`config.mk`:
```
export PLATFORM = sky130hd
export DESIGN_NAME = mtp_core
export DESIGN_NICKNAME = d
export VERILOG_FILES = /design/src/rtl/mtp_pkg.sv /design/src/rtl/mtp_alu.sv /design/src/rtl/mtp_branch.sv /design/src/rtl/mtp_ptr.sv /design/src/rtl/mtp_core.sv
export SDC_FILE = /design/constraint.sdc
export NUM_CORES = 1
export LEC_CHECK = 0
export BUFFER_PORTS_ARGS = -buffer_cell sky130_fd_sc_hd__buf_2
export CORE_ASPECT_RATIO = 0.5
export CORE_MARGIN = 2
export CORE_UTILIZATION = 64
export CTS_BUF_LIST = sky130_fd_sc_hd__clkbuf_4 sky130_fd_sc_hd__clkbuf_8
export DETAILED_ROUTE_END_ITERATION = 8
export HOLD_SLACK_MARGIN = 0.15
export PLACE_DENSITY = 0.8
export SLEW_MARGIN = 40
export SYNTH_ARGS = -nofsm -noshare
export SYNTH_HDL_FRONTEND = slang
export SYNTH_SLANG_ARGS = --single-unit
export TNS_END_PERCENT = 5
```
`constraint.sdc`:
```
create_clock -name clk -period 3.2 [get_ports clk]
set_input_delay 0.64 -clock clk [delete_from_list [all_inputs] [get_ports clk]]
set_output_delay 0.64 -clock clk [all_outputs]
set_load 0.01 [all_outputs]
```
`src/rtl/mtp_pkg.sv`:
```
package mtp_pkg;
  typedef enum logic [1:0] {
    PH_FSRC  = 2'd0,
    PH_FDST  = 2'd1,
    PH_READ  = 2'd2,
    PH_WRITE = 2'd3
  } phase_t;

  // slot offsets inside the reserved window
  localparam int unsigned SL_OPA  = 0;
  localparam int unsigned SL_OPB  = 1;
  localparam int unsigned SL_SUM  = 2;
  localparam int unsigned SL_DIF  = 3;
  localparam int unsigned SL_PC   = 4;
  localparam int unsigned SL_CND  = 5;
  localparam int unsigned SL_TKN  = 6;
  localparam int unsigned SL_NTK  = 7;
  localparam int unsigned SL_SEL  = 8;
  localparam int unsigned SL_PTRA = 9;
  localparam int unsigned SL_PTRV = 10;
  localparam int unsigned SL_COUNT = 11;
endpackage

```
`src/rtl/mtp_alu.sv`:
```
module mtp_alu #(
  parameter int DW = 16
) (
  input  logic          clk,
  input  logic          rst,
  input  logic          wr_a,
  input  logic          wr_b,
  input  logic [DW-1:0] wdata,
  output logic [DW-1:0] a_o,
  output logic [DW-1:0] b_o,
  output logic [DW-1:0] sum_o,
  output logic [DW-1:0] dif_o
);
  logic [DW-1:0] a_q, b_q;

  always_ff @(posedge clk) begin
    if (rst) begin
      a_q <= '0;
      b_q <= '0;
    end else begin
      if (wr_a) a_q <= wdata;
      if (wr_b) b_q <= wdata;
    end
  end

  assign a_o   = a_q;
  assign b_o   = b_q;
  assign sum_o = a_q + b_q;
  assign dif_o = a_q - b_q;


  alu_hold_chk: assert property (@(posedge clk) disable iff (rst)
    (!wr_a && !wr_b) |=> ($stable(sum_o) && $stable(dif_o)));
endmodule

```
`src/rtl/mtp_branch.sv`:
```
module mtp_branch #(
  parameter int DW = 16
) (
  input  logic          clk,
  input  logic          rst,
  input  logic          wr_c,
  input  logic          wr_t,
  input  logic          wr_n,
  input  logic [DW-1:0] wdata,
  output logic [DW-1:0] cnd_o,
  output logic [DW-1:0] tkn_o,
  output logic [DW-1:0] ntk_o,
  output logic [DW-1:0] sel_o
);
  logic [DW-1:0] c_q, t_q, n_q;

  always_ff @(posedge clk) begin
    if (rst) begin
      c_q <= '0;
      t_q <= '0;
      n_q <= '0;
    end else begin
      if (wr_c) c_q <= wdata;
      if (wr_t) t_q <= wdata;
      if (wr_n) n_q <= wdata;
    end
  end

  assign cnd_o = c_q;
  assign tkn_o = t_q;
  assign ntk_o = n_q;
  assign sel_o = (c_q != '0) ? t_q : n_q;


  br_hold_chk: assert property (@(posedge clk) disable iff (rst)
    (!wr_c && !wr_t && !wr_n) |=> $stable(sel_o));
endmodule

```
`src/rtl/mtp_ptr.sv`:
```
module mtp_ptr #(
  parameter int DW = 16
) (
  input  logic          clk,
  input  logic          rst,
  input  logic          wr,
  input  logic [DW-1:0] wdata,
  output logic [DW-1:0] ptr_o
);
  logic [DW-1:0] p_q;

  always_ff @(posedge clk) begin
    if (rst)     p_q <= '0;
    else if (wr) p_q <= wdata;
  end

  assign ptr_o = p_q;


  ptr_hold_chk: assert property (@(posedge clk) disable iff (rst)
    !wr |=> $stable(ptr_o));
endmodule

```
`src/rtl/mtp_core.sv`:
```
module mtp_core
  import mtp_pkg::*;
#(
  parameter int DW       = 16,
  parameter int WIN_BITS = 4
) (
  input  logic          clk,
  input  logic          rst,
  output logic [15:0]   mem_addr,
  output logic [15:0]   mem_wdata,
  input  logic [15:0]   mem_rdata,
  output logic          mem_we
);
  localparam int AW  = DW;
  localparam int HIW = AW - WIN_BITS;
  localparam int NSL = 1 << WIN_BITS;

  phase_t        ph_q;
  logic [AW-1:0] pc_q, src_q, dst_q;
  logic [DW-1:0] dat_q;

  // address decode
  logic                src_sp, dst_sp;
  logic [WIN_BITS-1:0] src_of, dst_of;
  assign src_sp = &src_q[AW-1:WIN_BITS];
  assign dst_sp = &dst_q[AW-1:WIN_BITS];
  assign src_of = src_q[WIN_BITS-1:0];
  assign dst_of = dst_q[WIN_BITS-1:0];

  logic src_pv, dst_pv;
  assign src_pv = src_sp && (src_of == WIN_BITS'(SL_PTRV));
  assign dst_pv = dst_sp && (dst_of == WIN_BITS'(SL_PTRV));

  // per-slot write strobes
  logic          wr_win;
  logic [NSL-1:0] slot_wr;
  assign wr_win = (ph_q == PH_WRITE) && dst_sp;

  for (genvar g = 0; g < NSL; g++) begin : g_wdec
    assign slot_wr[g] = wr_win && (dst_of == WIN_BITS'(g));
  end

  // units
  logic [DW-1:0] a_v, b_v, sum_v, dif_v, cnd_v, tkn_v, ntk_v, sel_v, ptr_v;

  mtp_alu #(.DW(DW)) u_alu (
    .clk(clk), .rst(rst),
    .wr_a(slot_wr[SL_OPA]), .wr_b(slot_wr[SL_OPB]),
    .wdata(dat_q),
    .a_o(a_v), .b_o(b_v), .sum_o(sum_v), .dif_o(dif_v)
  );

  mtp_branch #(.DW(DW)) u_br (
    .clk(clk), .rst(rst),
    .wr_c(slot_wr[SL_CND]), .wr_t(slot_wr[SL_TKN]), .wr_n(slot_wr[SL_NTK]),
    .wdata(dat_q),
    .cnd_o(cnd_v), .tkn_o(tkn_v), .ntk_o(ntk_v), .sel_o(sel_v)
  );

  mtp_ptr #(.DW(DW)) u_ptr (
    .clk(clk), .rst(rst),
    .wr(slot_wr[SL_PTRA]), .wdata(dat_q), .ptr_o(ptr_v)
  );

  // read mux over the window
  logic [DW-1:0] slot_rd;
  always_comb begin
    unique case (int'(src_of))
      SL_OPA:  slot_rd = a_v;
      SL_OPB:  slot_rd = b_v;
      SL_SUM:  slot_rd = sum_v;
      SL_DIF:  slot_rd = dif_v;
      SL_PC:   slot_rd = pc_q;
      SL_CND:  slot_rd = cnd_v;
      SL_TKN:  slot_rd = tkn_v;
      SL_NTK:  slot_rd = ntk_v;
      SL_SEL:  slot_rd = sel_v;
      SL_PTRA: slot_rd = ptr_v;
      default: slot_rd = '0;
    endcase
  end

  // bus drive
  always_comb begin
    mem_we    = 1'b0;
    mem_wdata = dat_q;
    unique case (ph_q)
      PH_FSRC:  mem_addr = pc_q;
      PH_FDST:  mem_addr = pc_q + AW'(1);
      PH_READ:  mem_addr = src_pv ? ptr_v : src_q;
      default: begin
        mem_addr = dst_pv ? ptr_v : dst_q;
        mem_we   = !dst_sp || dst_pv;
      end
    endcase
  end

  // sequencer
  always_ff @(posedge clk) begin
    if (rst) begin
      ph_q  <= PH_FSRC;
      pc_q  <= '0;
      src_q <= '0;
      dst_q <= '0;
      dat_q <= '0;
    end else begin
      unique case (ph_q)
        PH_FSRC: begin
          src_q <= mem_rdata;
          ph_q  <= PH_FDST;
        end
        PH_FDST: begin
          dst_q <= mem_rdata;
          pc_q  <= pc_q + AW'(2);
          ph_q  <= PH_READ;
        end
        PH_READ: begin
          dat_q <= (src_sp && !src_pv) ? slot_rd : mem_rdata;
          ph_q  <= PH_WRITE;
        end
        default: begin
          if (slot_wr[SL_PC]) pc_q <= dat_q;
          ph_q <= PH_FSRC;
        end
      endcase
    end
  end


  seq_order_chk: assert property (@(posedge clk) disable iff (rst)
    (ph_q == PH_WRITE) |=> (ph_q == PH_FSRC));

  seq_step_chk: assert property (@(posedge clk) disable iff (rst)
    (ph_q != PH_WRITE) |=> (ph_q == phase_t'($past(ph_q) + 2'd1)));

  pc_step_chk: assert property (@(posedge clk) disable iff (rst)
    (ph_q == PH_FDST) |=> (pc_q == $past(pc_q) + AW'(2)));

  we_phase_chk: assert property (@(posedge clk) disable iff (rst)
    mem_we |-> (ph_q == PH_WRITE));

  win_nowrite_chk: assert property (@(posedge clk) disable iff (rst)
    (mem_we && !dst_pv) |-> !(&mem_addr[AW-1:WIN_BITS]));

  pc_jump_chk: assert property (@(posedge clk) disable iff (rst)
    ((ph_q == PH_WRITE) && dst_sp && (dst_of == WIN_BITS'(SL_PC)))
      |=> (pc_q == $past(dat_q)));

  rst_bus_chk: assert property (@(posedge clk)
    rst |=> (!mem_we && (mem_addr == '0)));
endmodule

```
### After elaboration in Yosys (flattened, before gate mapping)

Index checks and enable logic that the tools add are counted.

* add/sub/neg operators: 4
* eq/ne operators: 20
* mux-type cells: 10
* bitwise operators: 1
* reduce and logical (&&, ||, !) cells: 24

Operators with widths (count)
* $pmux W16 S10: 1
* $mux W16: 5
* $pmux W16 S3: 1
* $eq A4 B3 Y1 const B: 8
* $pmux W16 S2: 1
* $reduce_and A12 Y1: 2
* $eq A4 B4 Y1 const B: 5
* $add A16 B1 Y16 const B: 1
* $add A16 B16 Y16: 1
* $add A16 B2 Y16 const B: 1
* $reduce_bool A16 Y1: 1
* $sub A16 B16 Y16: 1
* $logic_and A1 B1 Y1: 11
* $eq A4 B1 Y1 const B: 2
* $eq A4 B2 Y1 const B: 2
* $logic_not A4 Y1: 2
* $pmux W2 S3: 1
* $eq A2 B2 Y1 const B: 2
* $reduce_or A3 Y1: 1
* $eq A2 B1 Y1 const B: 1
* $logic_not A1 Y1: 2
* $logic_not A2 Y1: 1
* $reduce_and A2 Y1: 1
* $reduce_bool A2 Y1: 1
* other kinds (4): 4

* bits in registers: 162
* input bits: 18
* output and inout bits: 33

### Longest topological paths before layout

* depth after elaboration: 5
* depth in mapped cells: 15

### Modules after synthesis

A second synthesis with hierarchy kept.

* cell total of the unflattened synthesis: 1259
* area, all modules: 10652.7 µm²

Modules (own cells, without submodules)
* mtp_core: instances 1, cells an instance 696, area an instance 5411.4 µm², sequential area each 1321.3 µm²
* mtp_alu: instances 1, cells an instance 334, area an instance 2717.6 µm², sequential area each 640.6 µm²
* mtp_branch: instances 1, cells an instance 177, area an instance 1943.1 µm², sequential area each 960.9 µm²
* mtp_ptr: instances 1, cells an instance 52, area an instance 580.6 µm², sequential area each 320.3 µm²

### Worst setup path after synthesis

OpenSTA, ideal clock, no wires.

* kind: register to register
* start point: reg u_alu.b_q[2], in the netlist u_alu.b_o[2]
* end point: reg dat_q[14], in the netlist mem_wdata[14]
* setup time: 62 ps
* arrival: 2829 ps
* data required time: 3138 ps
* setup slack: 309 ps
* stages on the path, launching flop included: 14
* path buffers: 1
* period minus slack after synthesis: 2891 ps
* cell sequence: dfxtp_1 -> clkbuf_1 -> nor4_2 -> nand2_1 -> nor4_1 -> nor2_1 -> xnor2_1 -> ha_1 -> a21oi_1 -> o21ai_1 -> or3_1 -> o22a_1 -> or3_1 -> nand3_1

* longest elaborated chain between the ends: 3

Ends and longest elaborated chain
* start: declaration: line mtp_alu.sv:14 `logic [DW-1:0] a_q, b_q;`
* start signal: assignment: line mtp_alu.sv:22 `if (wr_b) b_q <= wdata;`
* $sub A16 B16 Y16 or $add A16 B16 Y16 (tied branches): line mtp_alu.sv:29, mtp_alu.sv:28
* $pmux W16 S10 *: line mtp_core.sv:68 `unique case (int'(src_of))`
* $mux W16 *: line mtp_core.sv:118 `dat_q <= (src_sp && !src_pv) ? slot_rd : mem_rdata;`
* end signal: assignment: line mtp_core.sv:118
* end: declaration: line mtp_core.sv:20 `logic [DW-1:0] dat_q;`

Every way passes the cells marked *; elsewhere a longest branch is shown, timed or not.
A chain may end at the register's enable or synchronous reset.

### Final worst setup path

* start point: reg pc_q[2]
* end point: out mem_addr[13]

* longest elaborated chain between the ends: 2

Ends and longest elaborated chain
* start: declaration: line mtp_core.sv:19 `logic [AW-1:0] pc_q, src_q, dst_q;`
* start signal: assignment: line mtp_core.sv:114 `pc_q <= pc_q + AW'(2);`
* start signal: assignment: line mtp_core.sv:122 `if (slot_wr[SL_PC]) pc_q <= dat_q;`
* $add A16 B1 Y16: line mtp_core.sv:89 `PH_FDST: mem_addr = pc_q + AW'(1);`
* $pmux W16 S3: line mtp_core.sv:87 `unique case (ph_q)`
* end: declaration: line mtp_core.sv:9 `output logic [15:0] mem_addr,`

No other way between the ends.

==> metrics list <==
- The kind of cell with the highest combined delay along the critical path is simple AND/OR/NAND/NOR gates.
- Share of cells above drive strength 1: 0.149
* Worst Clk Skew: 0.0187 ns
- After layout, the design draws a total of 5.63 mW.
* Number of inserted diodes: 0
* Fillcell total: 1188
- Outcome: complete, no violations
- The endpoint identified for the worst register-to-register timing path is mem_wdata[11].
- First-pass detailed-route iteration total: 7
* Largest fanout on the critical path: 9
- Including well taps, the total number of placed cells is 1403.
- After synthesis the netlist holds a flip-flop and latch count of 162.
* Count of maximum capacitance violations: 0
* Most frequent cells in the layout: sky130_fd_sc_hd__nand2_1 (195), sky130_fd_sc_hd__dfxtp_1 (151), sky130_fd_sc_hd__a21oi_1 (124)
- In this run the tightest slew margin relative to its limit is 0.446.
- The initial utilization of the core area, before any placement, comes to 0.658.
- At the end of routability-driven placement, the weighted congestion stood at 1.05.
- Storage cell area: 3260 sq um
- For the worst setup path, the data required time is roughly 2.6 ns.
- Commonest non-fill, non-tap cell in the layout: sky130_fd_sc_hd__nand2_1
* Residual DRC: 0
* Average wire per standard cell: around 26 microns
* Number of enable-type register cells in the synthesized netlist: 0
* Number of global-route vias before repair: 9254
* Clk buf depth: 2
* Largest net degree at the start of global routing: between 40 and 50
- Summing all placed instances gives a cell area of 9930 sq um.
- Excluding fillers, the count of instances in the completed layout stands at 1443.
* Site Rows: 31
* Non-Filler Cell Area, Final: approximately 11000 sq um
* Net count after synthesis: 1263
- Type of the setup path with the least slack: flop to output port
- Via Count: 10.2k
- Yosys warnings: 0
- In this run the number of cells on the critical path is 8.
- Half-perimeter wire length after detailed placement: approximately 26000 microns
- First-pass GRT wire length: 55300 microns
- For this design the static power due to leakage is 3.89 nW.
* Standard cell with the maximum stage delay on the critical path: sky130_fd_sc_hd__dfxtp_4
- In the synthesized netlist the dominant register cell turns out to be sky130_fd_sc_hd__dfxtp_1.
- For this run, the register share of the synthesized area comes to 0.340.
* Top cell type's share of synthesized area: 0.340
* Period utilisation layout: 0.977
- Antenna violation net count after detailed routing: 0
* Kind of path behind the tightest hold check: primary input to flop
- TritonCTS built the clock tree.
- Critical path, cell by cell: ha_2, nand4_1, nor3_4, nand3_1, xnor2_1, a211oi_2, a21oi_1, buf_2
- Per-instance average area after synthesis: ~7.8 sq um
* Total clock sinks: roughly 160
- The initial antenna violation count came to 1.
- Using the TritonRoute via totals, the vias-per-cell ratio works out to 7.05.
* Number of max-slew violations in the final report: 0
- STA classifies the critical path endpoint as an output port.
- Clk Latency, worst-skew pair: 0.48 ns
- Number of DRC violations after detailed-routing iteration 0: 1665
- Global routing finished with a remaining overflow of 0.
- Yosys mapped the design onto 73 distinct sky130hd cell types.
- Depth of the worst register-to-register path: 12
- Counting both buffers and inverters, the worst setup path holds a total of 1.
- Summing every instance area after synthesis gives 9540 sq um.
- Horiz. Die Dim: 177 microns
* Post-layout net count: around 1.3k
* Die Area: 16000 sq um
- For flop-to-flop paths, the worst setup slack is roughly 0.23 ns.
- Power density cells: 534 nW/um^2
- sky130_fd_sc_hd__dfxtp_1 takes more of the synthesized area than any other cell.
- Number of hold violations in the final report: 0
* Hold Path Depth: 3
- 51 I/O pins were placed.
- End point of the most critical hold path: src_q[0]
- In this run the worst setup path begins at pc_q[2].
- # H-tree levels: 4
* Clock transition at the register clock pins on the worst setup and hold paths after CTS: roughly 0.10 ns
- Worst Min Path Start: mem_rdata[0]
- The core region is 14500 sq um.
- RR Startpoint: u_alu.b_o[3]
- Measured along the y axis, the die boundary spans 90.3 microns.
- Setup violations remaining at the end of the flow were counted as 0.
- At the worst endpoint, the arrival time is 2.49 ns.
- Counting flops with an async set or reset pin after synthesis yields a share of 0.
- In the final layout, the multi-input gates occupy 5870 sq um.
* Hold_ws: about 0.44 ns
- The routed design has ~37000 microns of wire.
- Highest cell delay on the worst timing path: between 0.4 and 0.5 ns
- Ranked by total cell area, the synthesized netlist is headed by sky130_fd_sc_hd__dfxtp_1 (34%), sky130_fd_sc_hd__nand2_1 (7.7%), sky130_fd_sc_hd__mux2i_1 (6.6%).
* Kind of start point of the critical path: flop
- Total GRT Usage: 0.462
- Synthesis produced 1221 cells.
- Compared with the post-synthesis result, the final layout area differs by 10.4%.
- Worst voltage drop across the vdd grid: 333 uV
- Buffers placed on the I/O ports in this run total 50.
- Maximum clock rate: 320 MHz
- Slew of the pin with the lowest slew margin: roughly 0.83 ns
* Clock buffer count from CTS: 17
- The routed design could run at a clock period as short as ~3.1 ns.
- Root buffer cell: sky130_fd_sc_hd__clkbuf_8
-- tightest hold or removal path, delay by kind of cell --
family                 cells  cell delay, ns
buffers and inverters      1            0.11
muxes                      1            0.07
and+or+nand+nor            1            0.07
-- routing by layer --
metal | vias up | global-route usage | routed length [microns]
li1 | 4419 | - | -
met4 | 2 | 0.171 | 1390
met1 | 4767 | 0.614 | 14000
met5 | - | 0 | 13
met3 | 129 | 0.224 | 6830
met2 | 856 | 0.642 | 14600
-- through the flow --
step / util / TNS, ns / setup WS [ns]
2_1_floorplan: - / 0 / 0.309
3_3_place_gp: 0.685 / 0 / 0.146
3_5_place_dp: 0.685 / 0 / 0.0777
4_1_cts: 0.718 / 0 / 0.0370
5_1_grt: 0.726 / -0.0476 / -0.0328
6_report: 0.726 / 0 / 0.0735
-- flip-flops by register name, indices dropped and copies added, names as in the netlist --
| signal | count |
|---|---|
| src_q | 16 |
| u_br.ntk_o | 16 |
| u_alu.b_o | 16 |
| u_br.tkn_o | 16 |
| u_br.cnd_o | 16 |
| u_ptr.ptr_o | 16 |
| mem_wdata | 16 |
| u_alu.a_o | 16 |
| pc_q | 16 |
| dst_q | 16 |
| ph_q | 2 |
-- cell usage after synthesis (4+ instances only) --
cell,count
sky130_fd_sc_hd__nand4_1,22
sky130_fd_sc_hd__a21oi_1,124
sky130_fd_sc_hd__o22ai_1,7
sky130_fd_sc_hd__a31oi_1,15
sky130_fd_sc_hd__a2bb2oi_1,4
sky130_fd_sc_hd__nor3_1,17
sky130_fd_sc_hd__and3_1,12
sky130_fd_sc_hd__buf_2,27
sky130_fd_sc_hd__xor2_1,5
sky130_fd_sc_hd__nor2_1,100
sky130_fd_sc_hd__ha_1,23
sky130_fd_sc_hd__o21ai_1,16
sky130_fd_sc_hd__inv_1,17
sky130_fd_sc_hd__o31ai_1,5
sky130_fd_sc_hd__and2_1,5
sky130_fd_sc_hd__o21ai_0,23
sky130_fd_sc_hd__o2bb2ai_1,4
sky130_fd_sc_hd__buf_1,10
sky130_fd_sc_hd__a32oi_1,5
sky130_fd_sc_hd__nor4_1,8
sky130_fd_sc_hd__o211a_1,9
sky130_fd_sc_hd__nand3_1,58
sky130_fd_sc_hd__or3_1,4
sky130_fd_sc_hd__a221oi_1,17
sky130_fd_sc_hd__xnor2_1,32
sky130_fd_sc_hd__mux4_2,4
sky130_fd_sc_hd__clkbuf_1,71
sky130_fd_sc_hd__a211oi_1,10
sky130_fd_sc_hd__nor2b_1,18
sky130_fd_sc_hd__dfxtp_1,162
sky130_fd_sc_hd__a22o_1,7
sky130_fd_sc_hd__nor3b_1,5
sky130_fd_sc_hd__nand2b_1,9
sky130_fd_sc_hd__a222oi_1,4
sky130_fd_sc_hd__o211ai_2,5
sky130_fd_sc_hd__nand3b_1,4
sky130_fd_sc_hd__a21o_1,6
sky130_fd_sc_hd__o211ai_1,16
sky130_fd_sc_hd__mux2i_1,63
sky130_fd_sc_hd__a211o_1,4
sky130_fd_sc_hd__a221o_1,5
sky130_fd_sc_hd__a22oi_1,12
sky130_fd_sc_hd__o21a_1,4
sky130_fd_sc_hd__nand2_1,195
-- how the worst max path moves through the flow --
| stage | endpoint | slack (ns) |
|---|---|---|
| 2_1_floorplan | mem_wdata[14] | 0.31 |
| 3_3_place_gp | mem_wdata[14] | 0.15 |
| 3_5_place_dp | mem_wdata[14] | 0.08 |
| 4_1_cts | mem_addr[13] | 0.04 |
| 5_1_grt | mem_addr[13] | -0.03 |
| 6_report | mem_addr[13] | 0.07 |
-- power by group --
| group | leakage, nW | internal, mW | switching (mW) |
|---|---|---|---|
| clock network | 0.211 | 0.849 | 0.834 |
| registers | 1.32 | 2.14 | 0.276 |
| logic | 2.37 | 0.526 | 0.999 |
| total | 3.89 | 3.52 | 2.11 |
-- area by class of cell --
cell class	count	area share
inverter	17	0.00606
tap	198	0.0235
clock inverter	10	0.0140
clock buffer	22	0.0270
multi-input combinational	931	0.557
sequential	162	0.309
timing repair buffer	103	0.0633
-- logic make-up (layout without fill, tap and decap cells) --
group           after synthesis  count (layout)  synth area share
compound gates              327             327             0.229
fa+ha+maj                    24              24            0.0323
simple gates                472             473             0.228
mux                          70              70            0.0791
buf+inv                     129             152            0.0570
flops                       162             162             0.340
xor+xnor                     37              37            0.0340
-- timing repair --
item	CTS	global route
buffers inserted	0	7
hold buffers	0	0
setup endpoints to repair	16	26
pin swaps	2	5
resized for setup	8	21
cloned	1	0
No activity file was read; power rests on OpenSTA's default activity.
